==> config.mk <==
export PLATFORM = sky130hd
export DESIGN_NAME = spi_reg_slave
export DESIGN_NICKNAME = d
export VERILOG_FILES = /design/src/rtl/spi_regs_pkg.sv /design/src/rtl/spi_in_sync.sv /design/src/rtl/spi_bit_engine.sv /design/src/rtl/spi_addr_seq.sv /design/src/rtl/spi_reg_slave.sv
export SDC_FILE = /design/constraint.sdc
export NUM_CORES = 1
export LEC_CHECK = 0
export BUFFER_PORTS_ARGS = -buffer_cell sky130_fd_sc_hd__buf_4
export CAP_MARGIN = 30
export CORE_MARGIN = 2
export CORE_UTILIZATION = 55
export DETAILED_ROUTE_END_ITERATION = 10
export GPL_ROUTABILITY_DRIVEN = 0
export GPL_TIMING_DRIVEN = 1
export PLACE_DENSITY = 0.75
export SETUP_SLACK_MARGIN = 0.05
export SLEW_MARGIN = 20
export SYNTH_ARGS = -nofsm -noshare
export SYNTH_HDL_FRONTEND = slang
export SYNTH_SLANG_ARGS = --single-unit
export TNS_END_PERCENT = 1
==> constraint.sdc <==
create_clock -name clk -period 2.54 [get_ports clk]
set_input_delay 0.127 -clock clk [delete_from_list [all_inputs] [get_ports clk]]
set_output_delay 0.127 -clock clk [all_outputs]
set_load 0.02 [all_outputs]
==> src/rtl/spi_regs_pkg.sv <==
package spi_regs_pkg;

   localparam int BYTE_W = 8;
   localparam int ADDR_W = 5;

   typedef enum logic [1:0] {
      PH_IDLE,
      PH_CMD,
      PH_DATA
   } phase_e;

   // command byte layout: address field on top, then reserved, direction, ack request
   typedef struct packed {
      logic [ADDR_W-1:0] addr;
      logic              rsvd;
      logic              write;
      logic              ack;
   } cmd_t;

endpackage

==> src/rtl/spi_in_sync.sv <==
module spi_in_sync #(
   parameter int STAGES = 2
) (
   input  logic clk,
   input  logic rst_n,
   input  logic sck_i,
   input  logic ss_n_i,
   input  logic mosi_i,
   output logic sck_rise,
   output logic sck_fall,
   output logic ss_act,
   output logic mosi_s
);

   localparam logic [2:0] IDLE_PINS = 3'b010;

   logic [2:0] raw;
   logic [2:0] synced;
   logic       sck_prev;

   assign raw = {sck_i, ss_n_i, mosi_i};

   generate
      if (STAGES < 0 || STAGES > 8) begin : g_bad_stages
         $error("spi_in_sync: STAGES out of range");
      end
      if (STAGES == 0) begin : g_direct
         assign synced = raw;
      end else begin : g_chain
         logic [2:0] chain [STAGES];
         always_ff @(posedge clk or negedge rst_n) begin
            if (!rst_n) begin
               for (int k = 0; k < STAGES; k++) chain[k] <= IDLE_PINS;
            end else begin
               chain[0] <= raw;
               for (int k = 1; k < STAGES; k++) chain[k] <= chain[k-1];
            end
         end
         assign synced = chain[STAGES-1];
      end
   endgenerate

   always_ff @(posedge clk or negedge rst_n) begin
      if (!rst_n) sck_prev <= 1'b0;
      else        sck_prev <= synced[2];
   end

   assign ss_act   = ~synced[1];
   assign mosi_s   = synced[0];
   assign sck_rise = ss_act &  synced[2] & ~sck_prev;
   assign sck_fall = ss_act & ~synced[2] &  sck_prev;

endmodule

==> src/rtl/spi_bit_engine.sv <==
module spi_bit_engine
   import spi_regs_pkg::*;
(
   input  logic              clk,
   input  logic              rst_n,
   input  logic              ss_act,
   input  logic              sck_rise,
   input  logic              sck_fall,
   input  logic              mosi_s,
   input  logic              shift_en,
   input  logic              load,
   input  logic [BYTE_W-1:0] load_data,
   output logic              byte_done,
   output logic [BYTE_W-1:0] rx_byte,
   output logic              miso
);

   localparam int CNT_W = $clog2(BYTE_W);

   logic [CNT_W-1:0]  bit_cnt;
   logic [BYTE_W-1:0] rx_sh;
   logic [BYTE_W-1:0] tx_sh;

   assign rx_byte   = {rx_sh[BYTE_W-2:0], mosi_s};
   assign byte_done = sck_rise && (bit_cnt == CNT_W'(BYTE_W-1));
   assign miso      = tx_sh[BYTE_W-1];

   always_ff @(posedge clk or negedge rst_n) begin
      if (!rst_n) begin
         bit_cnt <= '0;
         rx_sh   <= '0;
      end else if (!ss_act) begin
         bit_cnt <= '0;
      end else if (sck_rise) begin
         bit_cnt <= bit_cnt + 1'b1;
         rx_sh   <= rx_byte;
      end
   end

   // shift only on falls inside a byte, so the MSB loaded between bytes survives
   always_ff @(posedge clk or negedge rst_n) begin
      if (!rst_n)                                    tx_sh <= '0;
      else if (!ss_act)                              tx_sh <= '0;
      else if (load)                                 tx_sh <= load_data;
      else if (sck_fall && shift_en && bit_cnt != 0) tx_sh <= {tx_sh[BYTE_W-2:0], 1'b0};
   end

   p_cnt_clear_r9: assert property (@(posedge clk) disable iff (!rst_n)
      !ss_act |=> (bit_cnt == '0));

   p_idle_miso_r1: assert property (@(posedge clk) disable iff (!rst_n)
      !ss_act |=> !miso);

endmodule

==> src/rtl/spi_addr_seq.sv <==
module spi_addr_seq
   import spi_regs_pkg::*;
#(
   parameter int NUM_REGS  = 21,
   parameter int NUM_FIFOS = 5
) (
   input  logic              clk,
   input  logic              rst_n,
   input  logic              ss_act,
   input  logic              byte_done,
   input  logic [BYTE_W-1:0] rx_byte,
   output logic              in_data,
   output logic [ADDR_W-1:0] out_addr,
   output logic [BYTE_W-1:0] wdata,
   output logic              wr_stb,
   output logic              rd_stb,
   output logic              push_stb,
   output logic              pop_stb,
   output logic              ack_stb
);

   localparam logic [ADDR_W-1:0] LAST     = ADDR_W'(NUM_REGS - 1);
   localparam logic [ADDR_W-1:0] FIFO_END = ADDR_W'(NUM_FIFOS);

   generate
      if (NUM_REGS < 1 || NUM_REGS > (1 << ADDR_W) || NUM_FIFOS > NUM_REGS) begin : g_bad_map
         $error("spi_addr_seq: register map does not fit the address field");
      end
   endgenerate

   function automatic logic addr_ok(input logic [ADDR_W-1:0] a);
      return a <= LAST;
   endfunction

   function automatic logic fifo_port(input logic [ADDR_W-1:0] a);
      return a < FIFO_END;
   endfunction

   function automatic logic [ADDR_W-1:0] step(input logic [ADDR_W-1:0] a);
      if (fifo_port(a) || a >= LAST) return a;
      return a + 1'b1;
   endfunction

   phase_e            phase;
   logic [ADDR_W-1:0] addr;
   logic [ADDR_W-1:0] nxt;
   logic              dir_wr;
   cmd_t              cmd;

   assign cmd     = cmd_t'(rx_byte);
   assign nxt     = step(addr);
   assign in_data = (phase == PH_DATA);

   always_ff @(posedge clk or negedge rst_n) begin
      if (!rst_n) begin
         phase    <= PH_IDLE;
         addr     <= '0;
         dir_wr   <= 1'b0;
         out_addr <= '0;
         wdata    <= '0;
         wr_stb   <= 1'b0;
         rd_stb   <= 1'b0;
         push_stb <= 1'b0;
         pop_stb  <= 1'b0;
         ack_stb  <= 1'b0;
      end else begin
         wr_stb   <= 1'b0;
         rd_stb   <= 1'b0;
         push_stb <= 1'b0;
         pop_stb  <= 1'b0;
         ack_stb  <= 1'b0;
         if (!ss_act) begin
            phase <= PH_IDLE;
         end else begin
            case (phase)
               PH_IDLE: phase <= PH_CMD;
               PH_CMD: if (byte_done) begin
                  phase   <= PH_DATA;
                  addr    <= cmd.addr;
                  dir_wr  <= cmd.write;
                  ack_stb <= cmd.ack;
                  if (!cmd.write && addr_ok(cmd.addr)) begin
                     out_addr <= cmd.addr;
                     rd_stb   <= !fifo_port(cmd.addr);
                     pop_stb  <= fifo_port(cmd.addr);
                  end
               end
               PH_DATA: if (byte_done) begin
                  addr <= nxt;
                  if (dir_wr) begin
                     if (addr_ok(addr)) begin
                        out_addr <= addr;
                        wdata    <= rx_byte;
                        wr_stb   <= !fifo_port(addr);
                        push_stb <= fifo_port(addr);
                     end
                  end else if (addr_ok(nxt)) begin
                     out_addr <= nxt;
                     rd_stb   <= !fifo_port(nxt);
                     pop_stb  <= fifo_port(nxt);
                  end
               end
               default: phase <= PH_IDLE;
            endcase
         end
      end
   end

   p_one_strobe_r2: assert property (@(posedge clk) disable iff (!rst_n)
      $onehot0({wr_stb, rd_stb, push_stb, pop_stb}));

   p_valid_addr_r3: assert property (@(posedge clk) disable iff (!rst_n)
      (wr_stb || rd_stb || push_stb || pop_stb) |-> (out_addr <= LAST));

   p_push_port_r4: assert property (@(posedge clk) disable iff (!rst_n)
      (push_stb || pop_stb) |-> fifo_port(out_addr));

   p_fifo_hold_r4: assert property (@(posedge clk) disable iff (!rst_n)
      (in_data && fifo_port(addr)) |=> (!in_data || $stable(addr)));

   p_saturate_r6: assert property (@(posedge clk) disable iff (!rst_n)
      (in_data && addr == LAST) |=> (!in_data || addr == LAST));

   p_ack_after_cmd_r8: assert property (@(posedge clk) disable iff (!rst_n)
      ack_stb |-> (in_data && $past(phase) == PH_CMD));

endmodule

==> src/rtl/spi_reg_slave.sv <==
module spi_reg_slave
   import spi_regs_pkg::*;
#(
   parameter int NUM_REGS    = 21,
   parameter int NUM_FIFOS   = 5,
   parameter int SYNC_STAGES = 2
) (
   input  logic        clk,
   input  logic        rst_n,
   input  logic        sck,
   input  logic        ss_n,
   input  logic        mosi,
   output logic        miso,
   output logic [4:0]  reg_addr,
   output logic [7:0]  reg_wdata,
   input  logic [7:0]  reg_rdata,
   output logic        reg_wr,
   output logic        reg_rd,
   output logic        fifo_push,
   output logic        fifo_pop,
   output logic        ackstat_set
);

   generate
      if (ADDR_W != 5 || BYTE_W != 8) begin : g_bad_port
         $error("spi_reg_slave: port widths disagree with the package");
      end
   endgenerate

   logic              sck_rise;
   logic              sck_fall;
   logic              ss_act;
   logic              mosi_s;
   logic              byte_done;
   logic [BYTE_W-1:0] rx_byte;
   logic              in_data;

   spi_in_sync #(.STAGES(SYNC_STAGES)) u_sync (
      .clk      (clk),
      .rst_n    (rst_n),
      .sck_i    (sck),
      .ss_n_i   (ss_n),
      .mosi_i   (mosi),
      .sck_rise (sck_rise),
      .sck_fall (sck_fall),
      .ss_act   (ss_act),
      .mosi_s   (mosi_s)
   );

   spi_bit_engine u_bits (
      .clk       (clk),
      .rst_n     (rst_n),
      .ss_act    (ss_act),
      .sck_rise  (sck_rise),
      .sck_fall  (sck_fall),
      .mosi_s    (mosi_s),
      .shift_en  (in_data),
      .load      (reg_rd | fifo_pop),
      .load_data (reg_rdata),
      .byte_done (byte_done),
      .rx_byte   (rx_byte),
      .miso      (miso)
   );

   spi_addr_seq #(
      .NUM_REGS  (NUM_REGS),
      .NUM_FIFOS (NUM_FIFOS)
   ) u_seq (
      .clk       (clk),
      .rst_n     (rst_n),
      .ss_act    (ss_act),
      .byte_done (byte_done),
      .rx_byte   (rx_byte),
      .in_data   (in_data),
      .out_addr  (reg_addr),
      .wdata     (reg_wdata),
      .wr_stb    (reg_wr),
      .rd_stb    (reg_rd),
      .push_stb  (fifo_push),
      .pop_stb   (fifo_pop),
      .ack_stb   (ackstat_set)
   );

endmodule

* Word-level counts from Yosys, hierarchy flattened
Cells that the tools add are included.
Storage, ports and cells: latch bits 0, memories 0, output and inout port bits 19, bits in writable memories 0, register bits 51, memory bits (read-only) 0
Cells by class: add/subtract/negate cells 2, order comparisons 7, div/mod/pow operators 0, equality and inequality tests 10, bitwise gates (word level) 8, $mul 0, reductions and logical operators 20, multiplexer cells 48, shifts and indexed selects 0
Operator list (number):
- 5-bit two-way mux | 10
- 1-bit two-way mux | 26
- 8-bit two-way mux | 3
- 5-bit case mux with 2 select lines | 2
- 5-bit <= comparator, second input constant | 3
- 5-bit by 3-bit < comparator with 1-bit output, second input constant | 3
- 7-bit AND reduction | 1
- 3-bit two-way mux | 2
- 2-bit inequality test, second input constant | 3
- 3-bit inequality test, second input constant | 2
- 2-bit case mux with 3 select lines | 1
- 3-bit nonzero test | 2
- 5-bit by 1-bit adder with 5-bit output, second input constant | 1
- 5-bit >= comparator, second input constant | 1
- 5-bit AND reduction | 1
- 1-bit bitwise AND | 4
- 1-bit logical AND | 4
- 1-bit zero test | 4
- 2-bit two-way mux | 2
- 1-bit case mux with 2 select lines | 2
- 2-bit AND reduction | 2
- 4-bit AND reduction | 1
- 2-bit nonzero test | 2
- 3-bit by 1-bit adder with 3-bit output, second input constant | 1
- 10 further kinds | 12

* Longest topological paths before layout
Gate-level depths: netlist (run 1).
depth after elaboration 11, depth in mapped cells 9

* By module
From an unflattened synthesis (run 1), not the netlist that was laid out.
Unflattened totals: cell total of the unflattened synthesis 252, area, all modules 2717.6 um^2
By module, submodules not included:
- spi_addr_seq | cells an instance 171, area an instance 1617.8 um^2, times used 1
- spi_bit_engine | cells an instance 70, area an instance 897.1 um^2, times used 1
- spi_in_sync | cells an instance 10, area an instance 196.4 um^2, times used 1
- spi_reg_slave | cells an instance 1, area an instance 6.3 um^2, times used 1

* Worst setup path after synthesis (run 1)
OpenSTA, ideal clock, no wires.
path type reg2reg, start point register u_seq.addr[0], end point register u_seq.out_addr[0], required time 2415 ps, clock period less this slack 2044 ps, arrival 1919 ps, buffers on the path 1, stages on the path, launching flop included 9, setup slack 496 ps, cells stage by stage dfrtp_1 buf_2 inv_1 ha_1 nand2b_1 nor2_1 nor4_2 nor3_4 mux2_2
Between the ends: cells in the longest elaborated chain, start to end 8, elaborated cells between the ends (all ways) 17, those cells by class add/sub (1); order compare (4); eq/ne (2); mux (8); reduce/logical (2)
Ends and longest elaborated chain:
- from (decl) | line spi_addr_seq.sv:45 | logic [ADDR_W-1:0] addr;
- from (signal assigned) | line spi_addr_seq.sv:79 | addr <= cmd.addr;
- from (signal assigned) | line spi_addr_seq.sv:89 | addr <= nxt;
- branches (longest 8 deep; another with 5-bit by 3-bit < comparator with 1-bit output)
- to (signal assigned) | line spi_addr_seq.sv:83 | out_addr <= cmd.addr;
- to (signal assigned) | line spi_addr_seq.sv:92 | out_addr <= addr;
- to (signal assigned) | line spi_addr_seq.sv:98 | out_addr <= nxt;
- to (decl) | line spi_addr_seq.sv:13 | output logic [ADDR_W-1:0] out_addr,
Parallel ways; which one is timed is not known. The select of a mux whose other input is x is not followed. A chain may end at the register's enable or synchronous reset.

* Worst setup path in the final report (run 1)
start point register u_seq.addr[1], end point register u_seq.out_addr[1]
Same word-level chain as after synthesis.

==> out/qor.yml, run 1 <==
outcome: "complete, no violations"
path_max_fanout: 11
maxCapViolations: 0
cts_resized: 0
final_antenna_net_count: 0
avgSynthCellArea_um2: 10.5
hold-worst-slack_ps: 104
preCtsSetupSlack_ps: 329
seq_area_um2: 1280
path_cells: "inv_1, ha_1, nand2b_1, nor2_1, nor4_2, nor3_4, mux2_2"
postCtsSetupBuffers: 0
reg2regPathDepth: 7
n_fill_cell: 382
syn_area_um2: 2670
grt_antenna_before_repair: 0
p_per_area_nw_per_um2: 725
clock_tree.root_cell: "clkbuf_8"
setup_viol_count_final: 0
row_count: 25
worstHoldPathCells: 3
max-vdd-ir-drop_uv: 535
rrSetupSlack_ps: 330
holdBufCountCts: 4
yosysTopAreaCellShare_pct: 45.9
die_h_um: 73.7
cts_tree: "done"
clock_latency_ps: 310
async_reset_ff_share_pct: 100
fp.dieW_um: 73.7
cts_sinks: 51
worst_path_max_delay_cell: "dfrtp_1"
synth_top_cell_by_area: "dfrtp_1"
max_stage_delay_ps: 520
layout-drive-gt1-share_pct: 26.7
synth_seq_cells: 51
die-area_um2: 5430
io_buffers: 31
tightest_slew_ps: 856
nets: 309
ys.flop_type: "dfrtp_1"
fin_crit_sh_pct: 87.2
n_antenna_cell: 0
slew_headroom_pct: 42.7
multiInputGateArea_um2: 1270
worstSetupPathType: "flip-flop to flip-flop"
worstPathArrival_ps: 2410
routed-via-count: 1931
top_level_ports: 32
grt_pass1_wl_um: 8330
finalSetupTns_ps: 0
r2r-start: "u_seq.addr[1]"
synthTopCellsByArea: "dfrtp_1, mux2_2, nor2_1"
worstHoldEndpoint: "u_bits.tx_sh[0]"
start_util_pct: 57.0
wl_per_cell_um: 14.5
dr.pass1.iters: 4
area_growth_pct: 16.7
worst-endpoint-required_ps: 2730
fin_skew_ps: 6.27
worst_slack_ps: 326
yosys.cell_types.count: 51
grt_usage_pct: 19.8
p_leak_nw: 1.50
htree_levels: 2
vias_per_cell: 5.65
hold_viol_final: 0
drt-total-wl_um: 4950
synth_edf_count: 0
grt_max_degree: 52
clockBufferDepth: 2
cts_buffers: 5
core_area_um2: 4690
maxSlewViolCount: 0
startpoint_type: "flip-flop"
critPathBufInv: 1
synthesis.nets: 277
grt_pass1_vias: 1740
drt-initial-drc-count: 169
critPathTopFamily: "simple AND/OR/NAND/NOR gates"
end_kind: "flip-flop"
cts.clk_slew.worst_paths_ps: 90
drc: 0
fmax_mhz: 452
hold_start: "reg_rdata[0]"
yosys_warnings: 0
hp-class: "primary input to flip-flop"
rsz0062_at_grt: "false"
yosysSeqAreaShare_pct: 47.8
grt_overflow_total: 0
dp_hpwl_um: 3450
fin_crit_ps: 2210
synth_cells: 255
r2r-end: "u_seq.out_addr[1]"
[worst register-to-register path: stages (launching register included)]
cell and delay [ps]:
dfrtp_1 520, inv_1 150, ha_1 350, nand2b_1 190, nor2_1 170, nor4_2 70
nor3_4 290, mux2_2 370
[layout make-up]
| type | instances | share of cell area (%) |
|---|---|---|
| Multi-Input combinational cell | 178 | 40.8 |
| Inverter | 9 | 1.08 |
| Clock inverter | 3 | 2.29 |
| Clock buffer | 5 | 2.21 |
| Timing Repair Buffer | 42 | 10.4 |
| Sequential cell | 51 | 41.0 |
| Tap cell | 54 | 2.17 |
[registers in the layout, indices dropped and copies added, names as in the netlist, 2 cells and up]
name	flops
u_bits.bit_cnt	3
u_bits.rx_sh	7
u_bits.tx_sh	8
u_seq.addr	5
u_seq.out_addr	5
u_seq.phase	2
u_seq.wdata	8
u_sync.g_chain.chain	3
u_sync.synced	3
[stage by stage]
step                area (um^2)  util, %  std cells  total power, mW
CTS                        3120     66.5        342             2.29
floorplan                  2670        -        255             1.40
global placement           2940     62.6        330             1.58
finish                     3120     66.5        342             2.26
detailed placement         2940     62.6        330             1.59
global route               3120     66.5        342             2.38
[power by group]
| part | switching (mW) | internal (mW) | leakage [nW] |
|---|---|---|---|
| combinational | 0.302 | 0.270 | 0.754 |
| clock | 0.278 | 0.400 | 0.0703 |
| sequential | 0.100 | 0.912 | 0.677 |
[routing by layer]
| layer | global-route usage (%) | vias to the layer above | share of wire (%) |
|---|---|---|---|
| met1 | 29.6 | 901 | 49 |
| met4 | 5.45 | 0 | 1.3 |
| met3 | 3.70 | 8 | 4.8 |
| met5 | 0 | - | 0 |
| met2 | 29.4 | 56 | 45 |
| li1 | - | 966 | - |
[cell usage after synthesis (3+ instances only)]
cell type	n
a211oi_1	9
a21oi_1	11
buf_2	9
clkbuf_1	5
dfrtp_1	49
ha_1	9
inv_1	9
mux2_2	20
mux2i_1	11
nand2_1	13
nand2b_1	6
nand3_1	6
nor2_1	33
nor2b_1	6
o21ai_0	10
xnor2_1	3
[cell families after synthesis]
| group | count (synthesis) | synth area share, % |
|---|---|---|
| AO/OA/AOI/OAI | 52 | 13.2 |
| multiplexers | 31 | 12.5 |
| flip-flops | 51 | 47.8 |
| AND/OR/NAND/NOR | 81 | 16.1 |
| adder cells (fa/ha/maj) | 9 | 4.21 |
| buffers and inverters | 26 | 4.49 |
| XOR/XNOR | 5 | 1.64 |
[worst max path at each step]
stage,startpoint,to,cells after the start
3_3_place_gp,u_seq.addr[1],u_seq.out_addr[3],7
4_1_cts,u_seq.addr[1],u_seq.out_addr[4],7
5_1_grt,u_seq.addr[1],u_seq.out_addr[1],7
3_5_place_dp,u_seq.addr[1],u_seq.out_addr[4],7
6_report,u_seq.addr[1],u_seq.out_addr[1],7
2_1_floorplan,u_seq.addr[0],u_seq.out_addr[0],8
[cell usage in the layout, fill, tap and decap left out, types with 2 or more instances in the layout]
master	netlist	final
o221ai_1	2	2
bufinv_16	0	2
clkbuf_8	0	5
a211oi_1	9	9
dfrtp_1	49	49
ha_1	9	9
nand3_1	6	6
nand3b_1	2	2
inv_1	9	9
o21a_1	2	2
and3_1	2	2
mux2i_1	11	11
nand2b_1	6	6
o21ai_2	2	2
o21ai_0	10	10
a21oi_1	11	11
nor3_1	2	2
nand2_1	13	13
nor2_1	33	33
buf_4	1	38
dlygate4sd3_1	0	4
mux2_2	20	20
nand4_1	2	2
o311ai_0	2	2
xnor2_1	3	3
a21o_1	2	2
xor2_1	2	2
nor2b_1	6	6
dfstp_2	2	2
No activity file was read; power rests on OpenSTA's default activity.
==> inputs of run 2 (changes only) <==
CORE_UTILIZATION = 30   (was 55)
PLACE_DENSITY = 0.46   (was 0.75)
SYNTH_HIERARCHICAL = 1   (was default)
==> run 2 against run 1 <==
Power fell by 7.6%. Final cell count rose by 16%. First-iteration DRC count fell by 30%. Sequential power fell by 4%. Clock-buffer cell count did not move. Worst hold slack got worse by 45 ps. Via count rose by 0.26%. Cell area rose by 3.9%. Critical path depth did not move. Sequential share of layout area fell by 1.5 points. Combinational power fell by 7.5%. Critical path type unchanged. Wire length rose by 17%.
==> out/qor.yml, run 2 <==
maxCapViolations: 0  # unchanged
worst-endpoint-required_ps: 2740  # about the same
worst_path_max_delay_cell: "dfrtp_1"
fin_skew_ps: 5.12  # -1.15 ps
yosysSeqAreaShare_pct: 47.1  # -0.79 points
final_area_um2: 3240  # +3.9%
tightest_slew_ps: 658  # -199 ps
nets: 311  # +0.65%
io_buffers: 31  # unchanged
fmax_mhz: 450  # -0.30%
cts_tree: "done"
postCtsSetupBuffers: 0  # unchanged
htree_levels: 2  # unchanged
area_growth_pct: 19.2
synthesis.nets: 274  # -1.1%
p_leak_nw: 1.54  # +2.5%
path_max_fanout: 7  # -4
critPathTopFamily: "compound AO/OA/AOI/OAI gates"
synth_edf_count: 0  # unchanged
clock_latency_ps: 300  # about the same
die_h_um: 99.2  # +35%
path_cells: "inv_1, ha_1, nor3b_1, o21ai_0, o311a_2, a211oi_4, mux2_2"
cts_buffers: 5  # unchanged
hold_viol_final: 0  # unchanged
synth_top_cell_by_area: "dfrtp_1"
worstSetupPathType: "flip-flop to flip-flop"
worst_slack_ps: 320  # -6.56 ps
grt_overflow_total: 0  # unchanged
p_per_area_nw_per_um2: 645  # -11%
max_stage_delay_ps: 450  # -70 ps
top_level_ports: 32  # unchanged
vias_per_cell: 4.86  # -14%
die-area_um2: 9840  # +81%
layout-drive-gt1-share_pct: 28.3  # +1.5 points
cts_sinks: 51  # unchanged
setup_viol_count_final: 0  # unchanged
startpoint_type: "flip-flop"
routed-via-count: 1936  # +0.26%
dp_hpwl_um: 4100  # +19%
end_kind: "flip-flop"
clockBufferDepth: 2  # unchanged
critPathBufInv: 1  # unchanged
max-vdd-ir-drop_uv: 234  # -56%
grt_usage_pct: 12.9  # -6.9 points
final_common_cell: "dfrtp_1"
cts.clk_slew.worst_paths_ps: 100  # about the same
yosysTopAreaCellShare_pct: 45.1  # -0.76 points
drt-initial-drc-count: 119  # -30%
final_cell_mix: "dfrtp_1, buf_4, nor2_1"
drt-total-wl_um: 5810  # +17%
fp.dieW_um: 99.2  # +35%
synth_cells: 252  # -1.2%
wl_met1_um: 3000  # +24%
met2_length_um: 2520  # +13%
preCtsSetupSlack_ps: 318  # -11.0 ps
synth.most_common_cell: "dfrtp_1"
met3_wirelength_um: 177  # -26%
drc: 0  # unchanged
grt_pass1_vias: 1962  # +13%
synth_common_cells: "dfrtp_1, nor2_1, mux2_2"
finalSetupTns_ps: 0  # unchanged
grt_antenna_before_repair: 0  # unchanged
hp-class: "primary input to flip-flop"
fin_crit_sh_pct: 87.4  # +0.26 points
top_regs: "u_bits/tx_sh: 8 flops, u_seq/wdata: 8 flops, u_bits/rx_sh: 7 flops"
final_antenna_net_count: 0  # unchanged
post_dp_cell_area_um2: 3080  # +4.9%
core_area_um2: 8760  # +87%
n_antenna_cell: 0  # unchanged
wl_per_cell_um: 14.6  # +0.69%
slew_headroom_pct: 55.9  # +13 points
rsz0062_at_grt: "false"
finalPower_mw: 2.09  # -7.6%
row_count: 34  # +36%
maxSlewViolCount: 0  # unchanged
hold-worst-slack_ps: 59.4  # -44.6 ps
grt_max_degree: 52  # unchanged
worstPathArrival_ps: 2420  # about the same
highest_layer: "met4"
yosys.cell_types.count: 50  # -2.0%
clock_tree.root_cell: "clkbuf_8"
avgSynthCellArea_um2: 10.8  # +2.9%
fin_crit_ps: 2220  # +6.56 ps
start_util_pct: 31.0  # -26 points
synthTopCellsByArea: "dfrtp_1, mux2_2, mux2i_1"
yosys_warnings: 6  # +6
syn_area_um2: 2720  # +1.7%
grt_pass1_wl_um: 10100  # +22%
async_reset_ff_share_pct: 100  # unchanged
synth_seq_cells: 51  # unchanged
ys.flop_type: "dfrtp_1"
dr.pass1.iters: 4  # unchanged
outcome: "complete, no violations"
[run 2: final timing paths]
path	from	end	slack, ps	depth (start not counted)
worst max-delay path	u_seq/addr[0]	u_seq/out_addr[3]	320	7
worst max register to register	u_seq/addr[0]	u_seq/out_addr[3]	320	7
min in group asynchronous	rst_n	u_seq/wdata[5]	390	2
worst min-delay path	reg_rdata[0]	u_bits/tx_sh[0]	60	3
worst min register to register	u_sync/g_chain.chain[5]	u_sync/synced[2]	360	0
max in group asynchronous	rst_n	u_bits/bit_cnt[1]	1710	2
[run 2: worst min-delay path: cells and delay by family]
| family | cells | cell delay, ps |
|---|---|---|
| buffers and inverters | 1 | 80 |
| AOI/OAI and AO/OA | 1 | 60 |
| and+or+nand+nor | 1 | 60 |
[run 2: cell families after synthesis]
kind of cell / Yosys count / share of synthesized area [%]
simple gates: 68 / 12.7
flops: 51 / 47.1
compound gates: 48 / 12.3
fa+ha+maj: 9 / 4.14
mux: 40 / 16.9
buf+inv: 31 / 5.29
xor+xnor: 5 / 1.61
[run 2: stage by stage]
stage	instances	util, %
global route	398	37.0
CTS	398	37.0
floorplan	252	-
global placement	386	35.2
finish	398	37.0
detailed placement	386	35.2
[run 2: area by class of cell]
cell class,count,area [um^2]
sequential,51,1280
fill,891,5520
timing repair buffer,47,363
inverter,14,52.6
clock inverter,3,46.3
clock buffer,5,68.8
multi-input combinational,170,1290
tap,108,135
[run 2: power by group]
part	switching (mW)	internal (mW)
registers	0.0800	0.892
logic	0.279	0.249
clock network	0.292	0.297
total	0.651	1.44
[run 2: repair_timing]
item,CTS,global route
gates resized for setup,0,0
endpoints found under the hold margin,52,0
hold buffers,4,0
[run 2: per-layer routing]
layer / track usage, % / vias to the layer above
met4: 4.95 / 0
met3: 2.53 / 8
met5: 0 / -
met1: 19.0 / 936
li1: - / 961
met2: 18.6 / 31
